File: src/rtl/i2c_am_pkg.sv
package i2c_am_pkg;
    typedef enum logic [2:0] {
        ST_IDLE,
        ST_ADDR,
        ST_ACK_WAIT,
        ST_ACK_DRIVE,
        ST_DATA
    } am_state_t;
endpackage

File: src/rtl/i2c_am_cmp.sv
module i2c_am_cmp #(
    parameter int ADDR_W     = 7,
    parameter bit GC_SUPPORT = 1'b1
) (
    input  logic [ADDR_W:0]   rx_byte,
    input  logic [ADDR_W-1:0] own_addr,
    input  logic              gc_en,
    output logic              own_hit,
    output logic              gc_hit,
    output logic              rw
);
    logic [ADDR_W-1:0] addr_field;

    assign addr_field = rx_byte[ADDR_W:1];
    assign rw         = rx_byte[0];
    assign own_hit    = (addr_field == own_addr);

    generate
        if (GC_SUPPORT) begin : g_gc
            assign gc_hit = gc_en && (addr_field == '0) && !rw;
        end else begin : g_no_gc
            assign gc_hit = 1'b0;
        end
    endgenerate
endmodule

File: src/rtl/i2c_am_ctrl.sv
module i2c_am_ctrl
    import i2c_am_pkg::*;
(
    input  logic clk,
    input  logic rst_n,
    input  logic start_det,
    input  logic stop_det,
    input  logic byte_valid,
    input  logic ninth_slot,
    input  logic own_hit,
    input  logic gc_hit,
    input  logic rw_in,
    input  logic ack_en,
    input  logic host_sleep,
    output logic match_o,
    output logic gc_o,
    output logic rw_o,
    output logic wake_o,
    output logic sda_pull_o
);
    am_state_t state_q, state_d;
    logic      ack_q;
    logic      take;

    assign take = (state_q == ST_ADDR) && byte_valid && !start_det && !stop_det
                  && (own_hit || gc_hit);

    always_comb begin
        state_d = state_q;
        if (start_det) begin
            state_d = ST_ADDR;
        end else if (stop_det) begin
            state_d = ST_IDLE;
        end else begin
            unique case (state_q)
                ST_IDLE:      state_d = ST_IDLE;
                ST_ADDR:      if (byte_valid) state_d = (own_hit || gc_hit) ? ST_ACK_WAIT : ST_IDLE;
                ST_ACK_WAIT:  if (ninth_slot) state_d = ST_ACK_DRIVE;
                ST_ACK_DRIVE: if (!ninth_slot) state_d = ST_DATA;
                ST_DATA:      state_d = ST_DATA;
                default:      state_d = ST_IDLE;
            endcase
        end
    end

    always_ff @(posedge clk or negedge rst_n) begin
        if (!rst_n) state_q <= ST_IDLE;
        else        state_q <= state_d;
    end

    always_ff @(posedge clk or negedge rst_n) begin
        if (!rst_n) begin
            match_o <= 1'b0;
            gc_o    <= 1'b0;
            rw_o    <= 1'b0;
            wake_o  <= 1'b0;
            ack_q   <= 1'b0;
        end else begin
            match_o <= take;
            wake_o  <= take && host_sleep;
            if (take) begin
                gc_o  <= gc_hit;
                rw_o  <= rw_in;
                ack_q <= ack_en;
            end
        end
    end

    assign sda_pull_o = (state_q == ST_ACK_DRIVE) && ack_q;

    // a match is a single-cycle pulse
    p_match_pulse_r2: assert property (@(posedge clk) disable iff (!rst_n)
        match_o |=> !match_o);
    // a match only follows a sampled byte
    p_match_after_byte_r2: assert property (@(posedge clk) disable iff (!rst_n)
        match_o |-> $past(byte_valid));
    // acknowledge only inside the ninth clock
    p_pull_in_slot_r6: assert property (@(posedge clk) disable iff (!rst_n)
        sda_pull_o |-> $past(ninth_slot));
    // wake only with a match
    p_wake_with_match_r8: assert property (@(posedge clk) disable iff (!rst_n)
        wake_o |-> match_o);
endmodule

File: src/rtl/i2c_addr_match.sv
module i2c_addr_match #(
    parameter int ADDR_W     = 7,
    parameter bit GC_SUPPORT = 1'b1
) (
    input  logic              clk,
    input  logic              rst_n,
    input  logic              start_det,
    input  logic              stop_det,
    input  logic              byte_valid,
    input  logic [ADDR_W:0]   rx_byte,
    input  logic              ninth_slot,
    input  logic [ADDR_W-1:0] own_addr,
    input  logic              gc_en,
    input  logic              ack_en,
    input  logic              host_sleep,
    output logic              addr_match,
    output logic              gen_call,
    output logic              rw_bit,
    output logic              wake_req,
    output logic              sda_pull
);
    logic own_hit, gc_hit, rw_in;

    i2c_am_cmp #(.ADDR_W(ADDR_W), .GC_SUPPORT(GC_SUPPORT)) u_cmp (
        .rx_byte  (rx_byte),
        .own_addr (own_addr),
        .gc_en    (gc_en),
        .own_hit  (own_hit),
        .gc_hit   (gc_hit),
        .rw       (rw_in)
    );

    i2c_am_ctrl u_ctrl (
        .clk        (clk),
        .rst_n      (rst_n),
        .start_det  (start_det),
        .stop_det   (stop_det),
        .byte_valid (byte_valid),
        .ninth_slot (ninth_slot),
        .own_hit    (own_hit),
        .gc_hit     (gc_hit),
        .rw_in      (rw_in),
        .ack_en     (ack_en),
        .host_sleep (host_sleep),
        .match_o    (addr_match),
        .gc_o       (gen_call),
        .rw_o       (rw_bit),
        .wake_o     (wake_req),
        .sda_pull_o (sda_pull)
    );

    // a general call is never a read
    p_gc_write_only_r3: assert property (@(posedge clk) disable iff (!rst_n)
        (addr_match && gen_call) |-> !rw_bit);
endmodule

File: config.mk
export PLATFORM = sky130hd
export DESIGN_NAME = i2c_addr_match
export DESIGN_NICKNAME = d
export VERILOG_FILES = /design/src/rtl/i2c_am_pkg.sv /design/src/rtl/i2c_am_cmp.sv /design/src/rtl/i2c_am_ctrl.sv /design/src/rtl/i2c_addr_match.sv
export SDC_FILE = /design/constraint.sdc
export NUM_CORES = 1
export LEC_CHECK = 0
export BUFFER_PORTS_ARGS = -buffer_cell sky130_fd_sc_hd__buf_2
export CORE_AREA = 3 3 40 42
export CTS_CLUSTER_SIZE = 12
export DETAILED_ROUTE_END_ITERATION = 16
export DIE_AREA = 0 0 43 45
export GPL_ROUTABILITY_DRIVEN = 0
export HOLD_SLACK_MARGIN = 0.15
export PLACE_DENSITY_LB_ADDON = 0.12
export SETUP_SLACK_MARGIN = 0.02
export SKIP_LAST_GASP = 1
export SLEW_MARGIN = 30
export SYNTH_ARGS = -nofsm -noshare
export SYNTH_HDL_FRONTEND = slang
export SYNTH_SLANG_ARGS = --single-unit
File: constraint.sdc
create_clock -name clk -period 3.9 [get_ports clk]
set_input_delay 0.585 -clock clk [delete_from_list [all_inputs] [get_ports clk]]
set_output_delay 0.585 -clock clk [all_outputs]
set_load 0.01 [all_outputs]
==> results.cfg, run 1 <==
[clock_network]
hold_buffers = 0
cts_buffer_depth = 2
cts.sinks = 8
cts_buffers = 3
htreeDepth = 1
cts_resized = 0
cts_tree = done
clockRootBuffer = clkbuf_4
path_clk_slew_ps = 60
clk_latency_ps = 240
post_cts_buffers = 0

[critical_path]
arrival_ps = 1180
crit_path_end_kind = primary output
critPathKind = flop to primary output
start_kind = flop
r2r_slack_ps = 2570
crit_fanout = 5
worstPathRequired_ps = 3310

[power_and_ir_drop]
power_frac_clock = 0.337
p_per_area_mw_per_mm2 = 261
intPower_w = 0.000135
seqPwrFrac = 0.468
switching_share = 0.259
power.leakage_nw = 0.363
netSwitchingPower_w = 0.0000472
vdd_drop_max_v = 0.000125
pwr-share-comb = 0.195

[final_layout]
fin_nets = 109
area_growth_pct = 34.1
n_fill_cell = 126
insertedDiodeCount = 0
drive_gt1_frac = 0.422

[die]
initial_utilization = 0.406
io_pins = 29
die_height_um = 45
coreArea_mm2 = 0.00128
die_w_um = 43
die_area_mm2 = 0.00194
placement_rows = 13

[global_routing]
grt_overflow = 0
grt_pass1_vias = 507
grt_max_degree = 9
grt_pass1_wl_mm = 1.94
grtUsageTotal = 0.133
grt_antenna_before_repair = 0

[logic_synthesis]
syn_area_um2 = 522
synth-edff-count = 0
ys_ff_latch = 8
ys_seq_area_frac = 0.384
synth_cells = 53
ys_types = 28
async_flop_share = 1.00
syn_nets = 77
synth_area_per_cell_um2 = 9.84
ys.warnings.count = 0
ys.flop_type = dfrtp_1

[sta]
rsz0062_at_grt = no
setup_slack_ps = 2140
hold_viol_final = 0
tightest_slew_ps = 394
finClkSkew_ps = 2.94
finalSetupViolCount = 0
fmax_mhz = 568
slew_violations = 0
period_share = 0.452
slew_headroom = 0.736
setup-tns-final_ps = 0
min_period_ps = 1760

[detailed_routing]
route.vias.total = 528
ant_nets = 0
drc = 0
dr.pass1.iters = 4
wl_per_cell_um = 11.7
drtIter0Drc = 8
viasPerCell = 5.39
wirelength_mm = 1.15

[placement]
hpwlAfterDp_mm = 1.01
dp_slack_ps = 2170
port_buffers = 28

[status]
status = finished clean

[worst_hold_path]
min-delay-path-class = primary input to asynchronous set/reset pin

[flow_run]
drv_cap = 0
## layout by cell type (no fill, tap or decap), types with 2 or more instances in the layout
cell	netlist	final
buf_2	0	28
dfrtp_1	8	8
xor2_1	7	7
nor2_1	4	4
inv_1	4	4
nand4_1	3	3
nand3_1	3	3
clkbuf_4	0	3
nor3_1	2	2
a211o_1	2	2
## cell type report
type | count | area, um^2 | area share
multi-input combinational | 40 | 303 | 0.433
sequential | 8 | 200 | 0.286
timing repair buffer | 28 | 140 | 0.200
clock buffer | 3 | 22.5 | 0.0322
tap | 15 | 18.8 | 0.0268
inverter | 4 | 15.0 | 0.0215
## per-stage QoR
stage               hold slack, ps  utilization  area [um^2]  total power (W)  std cells
CTS                            170        0.544          699         0.000185         98
finish                         170        0.544          699         0.000182         98
floorplan                      289            -          522         0.000104         53
global placement               440        0.527          677         0.000122         95
global route                   164        0.544          699         0.000197         98
detailed placement             437        0.527          677         0.000123         95
## final timing paths
path / from / cells after the start / endpoint
max in group asynchronous: rst_n / 1 / u_ctrl.match_o$_DFF_PN0_
hold reg to reg: u_ctrl.gc_o$_DFFE_PN0P_ / 1 / u_ctrl.gc_o$_DFFE_PN0P_
setup / recovery: u_ctrl.state_q[1]$_DFFE_PN0P_ / 3 / sda_pull
setup reg to reg: u_ctrl.state_q[1]$_DFFE_PN0P_ / 4 / u_ctrl.gc_o$_DFFE_PN0P_
hold / removal: rst_n / 1 / u_ctrl.state_q[2]$_DFFE_PN0P_
min in group clk: u_ctrl.gc_o$_DFFE_PN0P_ / 1 / u_ctrl.gc_o$_DFFE_PN0P_
## synth_stat cells (2+ instances only)
master	number	area (um^2)
xor2_1	7	61.3
nor2_1	4	15.0
nand3_1	3	15.0
inv_1	4	15.0
dfrtp_1	8	200
nor3_1	2	10.0
nand4_1	3	18.8
a211o_1	2	17.5
## logic make-up (layout without fill, tap and decap cells)
logic type                after synthesis  in the layout  share of synthesized area
and+or+nand+nor                        22             22                      0.302
xor gates and xnor gates                7              7                      0.118
buffers and inverters                   5             35                     0.0360
AOI/OAI and AO/OA                      11             11                      0.161
DFF                                     8              8                      0.384
## metal layers
metal / vias to the layer above / routed length, um / global-route usage
met1: 234 / 504 / 0.158
met4: 0 / 7 / 0.0542
met5: - / 0 / 0
met3: 2 / 122 / 0.0359
li1: 264 / - / -
met2: 28 / 516 / 0.228
## sequential cells by signal, indices dropped and copies added, names as in the netlist
signal and flops:
u_ctrl.match_o 1, u_ctrl.ack_q 1, u_ctrl.gc_o 1, u_ctrl.wake_o 1, u_ctrl.rw_o 1, u_ctrl.state_q 3
## critical path, cell delays in order, from the launching register on
cell     delay, ps
dfrtp_1        410
nor2b_1        220
and3_1         180
buf_2          120
## power groups by stage
stage          registers (W)  clock network [W]   logic, W
2_1_floorplan      0.0000864                  0  0.0000177
3_3_place_gp       0.0000867                  0  0.0000354
3_5_place_dp       0.0000867                  0  0.0000360
4_1_cts            0.0000853          0.0000640  0.0000361
5_1_grt            0.0000854          0.0000721  0.0000395
6_report           0.0000853          0.0000614  0.0000355
Note: power is estimated with default switching activity, not from simulation.
==> inputs of run 2 (changes only) <==
- ABC_AREA: unset -> 1
- CORE_AREA: 3 3 40 42 -> unset
- CORE_MARGIN: unset -> 3
- CORE_UTILIZATION: unset -> 44
- DIE_AREA: 0 0 43 45 -> unset
- clock period: 3.9 -> 1.8 ns (I/O delays scaled with it)
==> results.cfg, run 2 <==
[logic_synthesis]
syn_area_um2 = 628
yosysMostFrequentCell = nand2_1
synth-edff-count = 0
synth_top_area_share = 0.319
async_flop_share = 1.00
ys.warnings.count = 0
yosys.area.top_type = dfrtp_1
ys_ff_latch = 8
ys_types = 15
syn_nets = 126
synth_area_per_cell_um2 = 6.16
ys.flop_type = dfrtp_1
ys_seq_area_frac = 0.319
netlist_top_cells_count = nand2_1 (37), inv_1 (20), nor2_1 (12)
synth_cells = 102
synth.area.top_cells = dfrtp_1 (32%), nand2_1 (22%), inv_1 (12%)

[global_routing]
use_met1 = 0.191
grt_pass1_wl_mm = 2.28
grtUsageTotal = 0.157
grt_max_degree = 9
grt_antenna_before_repair = 0
met3_usage = 0.0664
grt_pass1_vias = 576
grt_overflow = 0
use_met2 = 0.253
busiest_layer = met2

[clock_network]
clockRootBuffer = clkbuf_4
cts_tree = done
clk_latency_ps = 260
cts.sinks = 8
post_cts_buffers = 0
htreeDepth = 1
cts_buffers = 3
path_clk_slew_ps = 60
cts_buffer_depth = 2

[final_layout]
top_register = u_ctrl.state_q
insertedDiodeCount = 0
mostFrequentLayoutCell = nand2_1
fin_nets = 160
seq_area_um2 = 200
area_growth_pct = 30.3
n_fill_cell = 123
drive_gt1_frac = 0.321
largest_reg_flops = 3
multi_input_area_um2 = 338
final_cell_mix = nand2_1 (37), buf_2 (28), inv_1 (20)

[detailed_routing]
wirelength_mm = 1.30
drc = 0
drtIter0Drc = 9
route.vias.total = 669
ant_nets = 0
wl_per_cell_um = 8.77
dr.pass1.iters = 4
viasPerCell = 4.52

[sta]
setup-tns-final_ps = 0
slew_violations = 0
finClkSkew_ps = 6.73
slew_headroom = 0.828
fmax_mhz = 652
min_period_ps = 1530
fin_hold_ws_ps = 234
tightest_slew_ps = 256
rsz0062_at_grt = no
period_share = 0.852
hold_viol_final = 0
setup_slack_ps = 267
finalSetupViolCount = 0

[die]
io_pins = 29
die_area_mm2 = 0.00192
die_height_um = 43.8
die_w_um = 43.8
coreArea_mm2 = 0.00122
placement_rows = 12
initial_utilization = 0.516

[power_and_ir_drop]
intPower_w = 0.000296
pwr-share-comb = 0.201
power.leakage_nw = 0.529
vdd_drop_max_v = 0.000287
seqPwrFrac = 0.454
switching_share = 0.275
p_per_area_mw_per_mm2 = 498
power_frac_clock = 0.345
netSwitchingPower_w = 0.000112

[critical_path]
start_kind = flop
critPathKind = flop to primary output
worstPathRequired_ps = 1530
crit_fanout = 4
arrival_ps = 1260
crit_path_end_kind = primary output

[placement]
port_buffers = 28
dp_slack_ps = 539
hpwlAfterDp_mm = 1.13

[status]
status = finished clean

[flow_run]
drv_cap = 0

[worst_hold_path]
min-delay-path-class = primary input to flop
-- run 2: path summary, 6_finish.rpt --
| path | endpoint | slack [ps] | cells past startpoint | from |
|---|---|---|---|---|
| max in group asynchronous | u_ctrl.wake_o$_DFF_PN0_ | 1250 | 2 | rst_n |
| min in group asynchronous | u_ctrl.rw_o$_DFFE_PN0P_ | 380 | 2 | rst_n |
| worst min-delay path | u_ctrl.wake_o$_DFF_PN0_ | 230 | 3 | host_sleep |
| worst max register to register | u_ctrl.state_q[0]$_DFFE_PN0P_ | 540 | 7 | u_ctrl.state_q[0]$_DFFE_PN0P_ |
| worst min register to register | u_ctrl.ack_q$_DFFE_PN0P_ | 470 | 2 | u_ctrl.ack_q$_DFFE_PN0P_ |
| worst max-delay path | sda_pull | 270 | 4 | u_ctrl.state_q[0]$_DFFE_PN0P_ |
-- run 2: cells by family after synthesis --
group,synth area share
DFF,0.319
buffers and inverters,0.143
AOI/OAI and AO/OA,0.0717
and+or+nand+nor,0.466
-- run 2: final cells by class --
class,instances,area share
multi-input combinational,70,0.413
sequential,8,0.245
timing repair buffer,29,0.183
inverter,24,0.110
clock buffer,3,0.0275
tap,14,0.0214
-- run 2: metal layers --
layer	vias to the layer above	wire [um]
li1	367	-
met1	280	575
met2	20	601
met3	2	108
met4	0	11
met5	-	0
-- run 2: what timing repair did --
item	4_1_cts	5_1_grt
resized for setup	0	0
hold buffers	1	0
hold endpoints to repair	8	0
-- run 2: power by group through the flow --
| stage | sequential, W | clock (W) | combinational [W] |
|---|---|---|---|
| 2_1_floorplan | 0.000188 | 0 | 0.0000400 |
| 3_3_place_gp | 0.000188 | 0 | 0.0000789 |
| 3_5_place_dp | 0.000188 | 0 | 0.0000812 |
| 4_1_cts | 0.000185 | 0.000148 | 0.0000830 |
| 5_1_grt | 0.000185 | 0.000158 | 0.0000951 |
| 6_report | 0.000185 | 0.000141 | 0.0000820 |
-- run 2: through the flow --
step	cell area [um^2]	std cells	util	power, W
2_1_floorplan	628	102	-	0.000228
5_1_grt	818	148	0.673	0.000439
3_3_place_gp	786	144	0.646	0.000267
4_1_cts	818	148	0.673	0.000416
3_5_place_dp	786	144	0.646	0.000269
6_report	818	148	0.673	0.000408
-- run 2: critical path, stage by stage, from the launching register on --
cell and delay [ps]:
dfrtp_1 410, inv_2 60, nor3_2 250, and2_1 160, buf_2 120
==> inputs of run 3 (changes only) <==
- CELL_PAD_IN_SITES_DETAIL_PLACEMENT: unset -> 1
- CELL_PAD_IN_SITES_GLOBAL_PLACEMENT: unset -> 1
- CORE_UTILIZATION: 44 -> 29
==> results.cfg, run 3 (synthesized netlist as in run 2, its figures left out) <==
[status]
status = finished clean

[critical_path]
crit_chain = nor3_2, and2_1, buf_2
crit_path_end_kind = primary output
slowest_stage = dfrtp_1
worstPathRequired_ps = 1530
slowest_delay_ps = 420
arrival_ps = 1270
critPathKind = flop to primary output
start_kind = flop
crit_fanout = 4

[sta]
tightest_slew_ps = 276
slew_violations = 0
slew_headroom = 0.815
finClkSkew_ps = 1.75
setup-tns-final_ps = 0
hold_viol_final = 0
rsz0062_at_grt = no
period_share = 0.857
min_period_ps = 1540
fmax_mhz = 648
finalSetupViolCount = 0
fin_hold_ws_ps = 239

[clock_network]
cts.sinks = 8
clockRootBuffer = clkbuf_4
path_clk_slew_ps = 60
htreeDepth = 1
cts_buffer_depth = 2
cts_tree = done
cts_buffers = 3
clk_latency_ps = 260

[detailed_routing]
viasPerCell = 4.30
wl_per_cell_um = 10.5
wirelength_mm = 1.69
drc = 0
dr.pass1.iters = 4
ant_nets = 0
route.vias.total = 693
drtIter0Drc = 5

[final_layout]
final_area_um2 = 835
insertedDiodeCount = 0
mostFrequentLayoutCell = nand2_1
area_growth_pct = 32.9
seq_area_um2 = 200
drive_gt1_frac = 0.321
top_register = u_ctrl.state_q
n_fill_cell = 293
largest_reg_flops = 3
stdcell_count = 161
final_cell_mix = nand2_1 (37), buf_2 (28), inv_1 (20)
multi_input_area_um2 = 338
fin_nets = 160

[die]
io_pins = 29
initial_utilization = 0.314
die_height_um = 52.5
coreArea_mm2 = 0.00200
placement_rows = 16
die_w_um = 52.5
die_area_mm2 = 0.00276

[placement]
dpl-instance-area_um2 = 802
port_buffers = 28
dp.cells = 157
hpwlAfterDp_mm = 1.48

[global_routing]
grt_overflow = 0
use_met1 = 0.168
busiest_layer = met2
use_met2 = 0.231
grtUsageTotal = 0.135
grt_antenna_before_repair = 0
grt_pass1_wl_mm = 2.82
grt_pass1_vias = 696
grt_max_degree = 9
met3_usage = 0.0199

[flow_run]
drv_cap = 0

[power_and_ir_drop]
power.leakage_nw = 0.529
vdd_drop_max_v = 0.000156
p_per_area_mw_per_mm2 = 493

[worst_hold_path]
min-delay-path-class = primary input to flop
[run 3: cell counts in the layout (fill, tap and decap cells not counted)]
No cell type changed its count.
[run 3: critical path, delay by kind of cell (launching register included)]
kind                   cells  cell delay, ps
buffers and inverters      1             120
and+or+nand+nor            2             480
DFF                        1             420
[run 3: report_power, final]
group          leakage (nW)  switching [W]  internal [W]
Combinational         0.406      0.0000494     0.0000366
Clock                0.0138      0.0000640     0.0000765
Sequential            0.109     0.00000222      0.000182
Total                 0.529       0.000116      0.000296
[run 3: final cells by class]
| class | count | share of cell area |
|---|---|---|
| well taps | 27 | 0.0405 |
| flip-flops and latches | 8 | 0.240 |
| inverters | 24 | 0.108 |
| multi-input cells | 70 | 0.405 |
| clock buffers | 3 | 0.0270 |
| repair buffers | 29 | 0.180 |
[run 3: per-stage QoR]
step	util	setup WS, ps	power [W]
CTS	0.417	233	0.000417
finish	0.417	257	0.000411
global placement	0.401	544	0.000269
global route	0.417	162	0.000440
floorplan	-	640	0.000228
detailed placement	0.401	481	0.000273
[run 3: metal layers]
layer | share of wire | up-vias
li1 | - | 370
met1 | 0.46 | 299
met2 | 0.47 | 21
met3 | 0.060 | 3
met4 | 0.012 | 0
met5 | 0 | -
[run 3: what timing repair did]
item | CTS | global route
setup buffers | 0 | 0
hold buffers | 1 | 0
endpoints found under the hold margin | 8 | 0
resized for setup | 0 | 0
[run 3: worst paths after layout]
check / startpoint / to / slack, ps / cells after the start
worst max register to register: u_ctrl.state_q[1]$_DFFE_PN0P_ / u_ctrl.ack_q$_DFFE_PN0P_ / 460 / 8
worst min register to register: u_ctrl.rw_o$_DFFE_PN0P_ / u_ctrl.rw_o$_DFFE_PN0P_ / 480 / 2
min in group asynchronous: rst_n / u_ctrl.match_o$_DFF_PN0_ / 400 / 2
worst min-delay path: host_sleep / u_ctrl.wake_o$_DFF_PN0_ / 240 / 3
worst max-delay path: u_ctrl.state_q[2]$_DFFE_PN0P_ / sda_pull / 260 / 3
max in group asynchronous: rst_n / u_ctrl.state_q[0]$_DFFE_PN0P_ / 1230 / 2
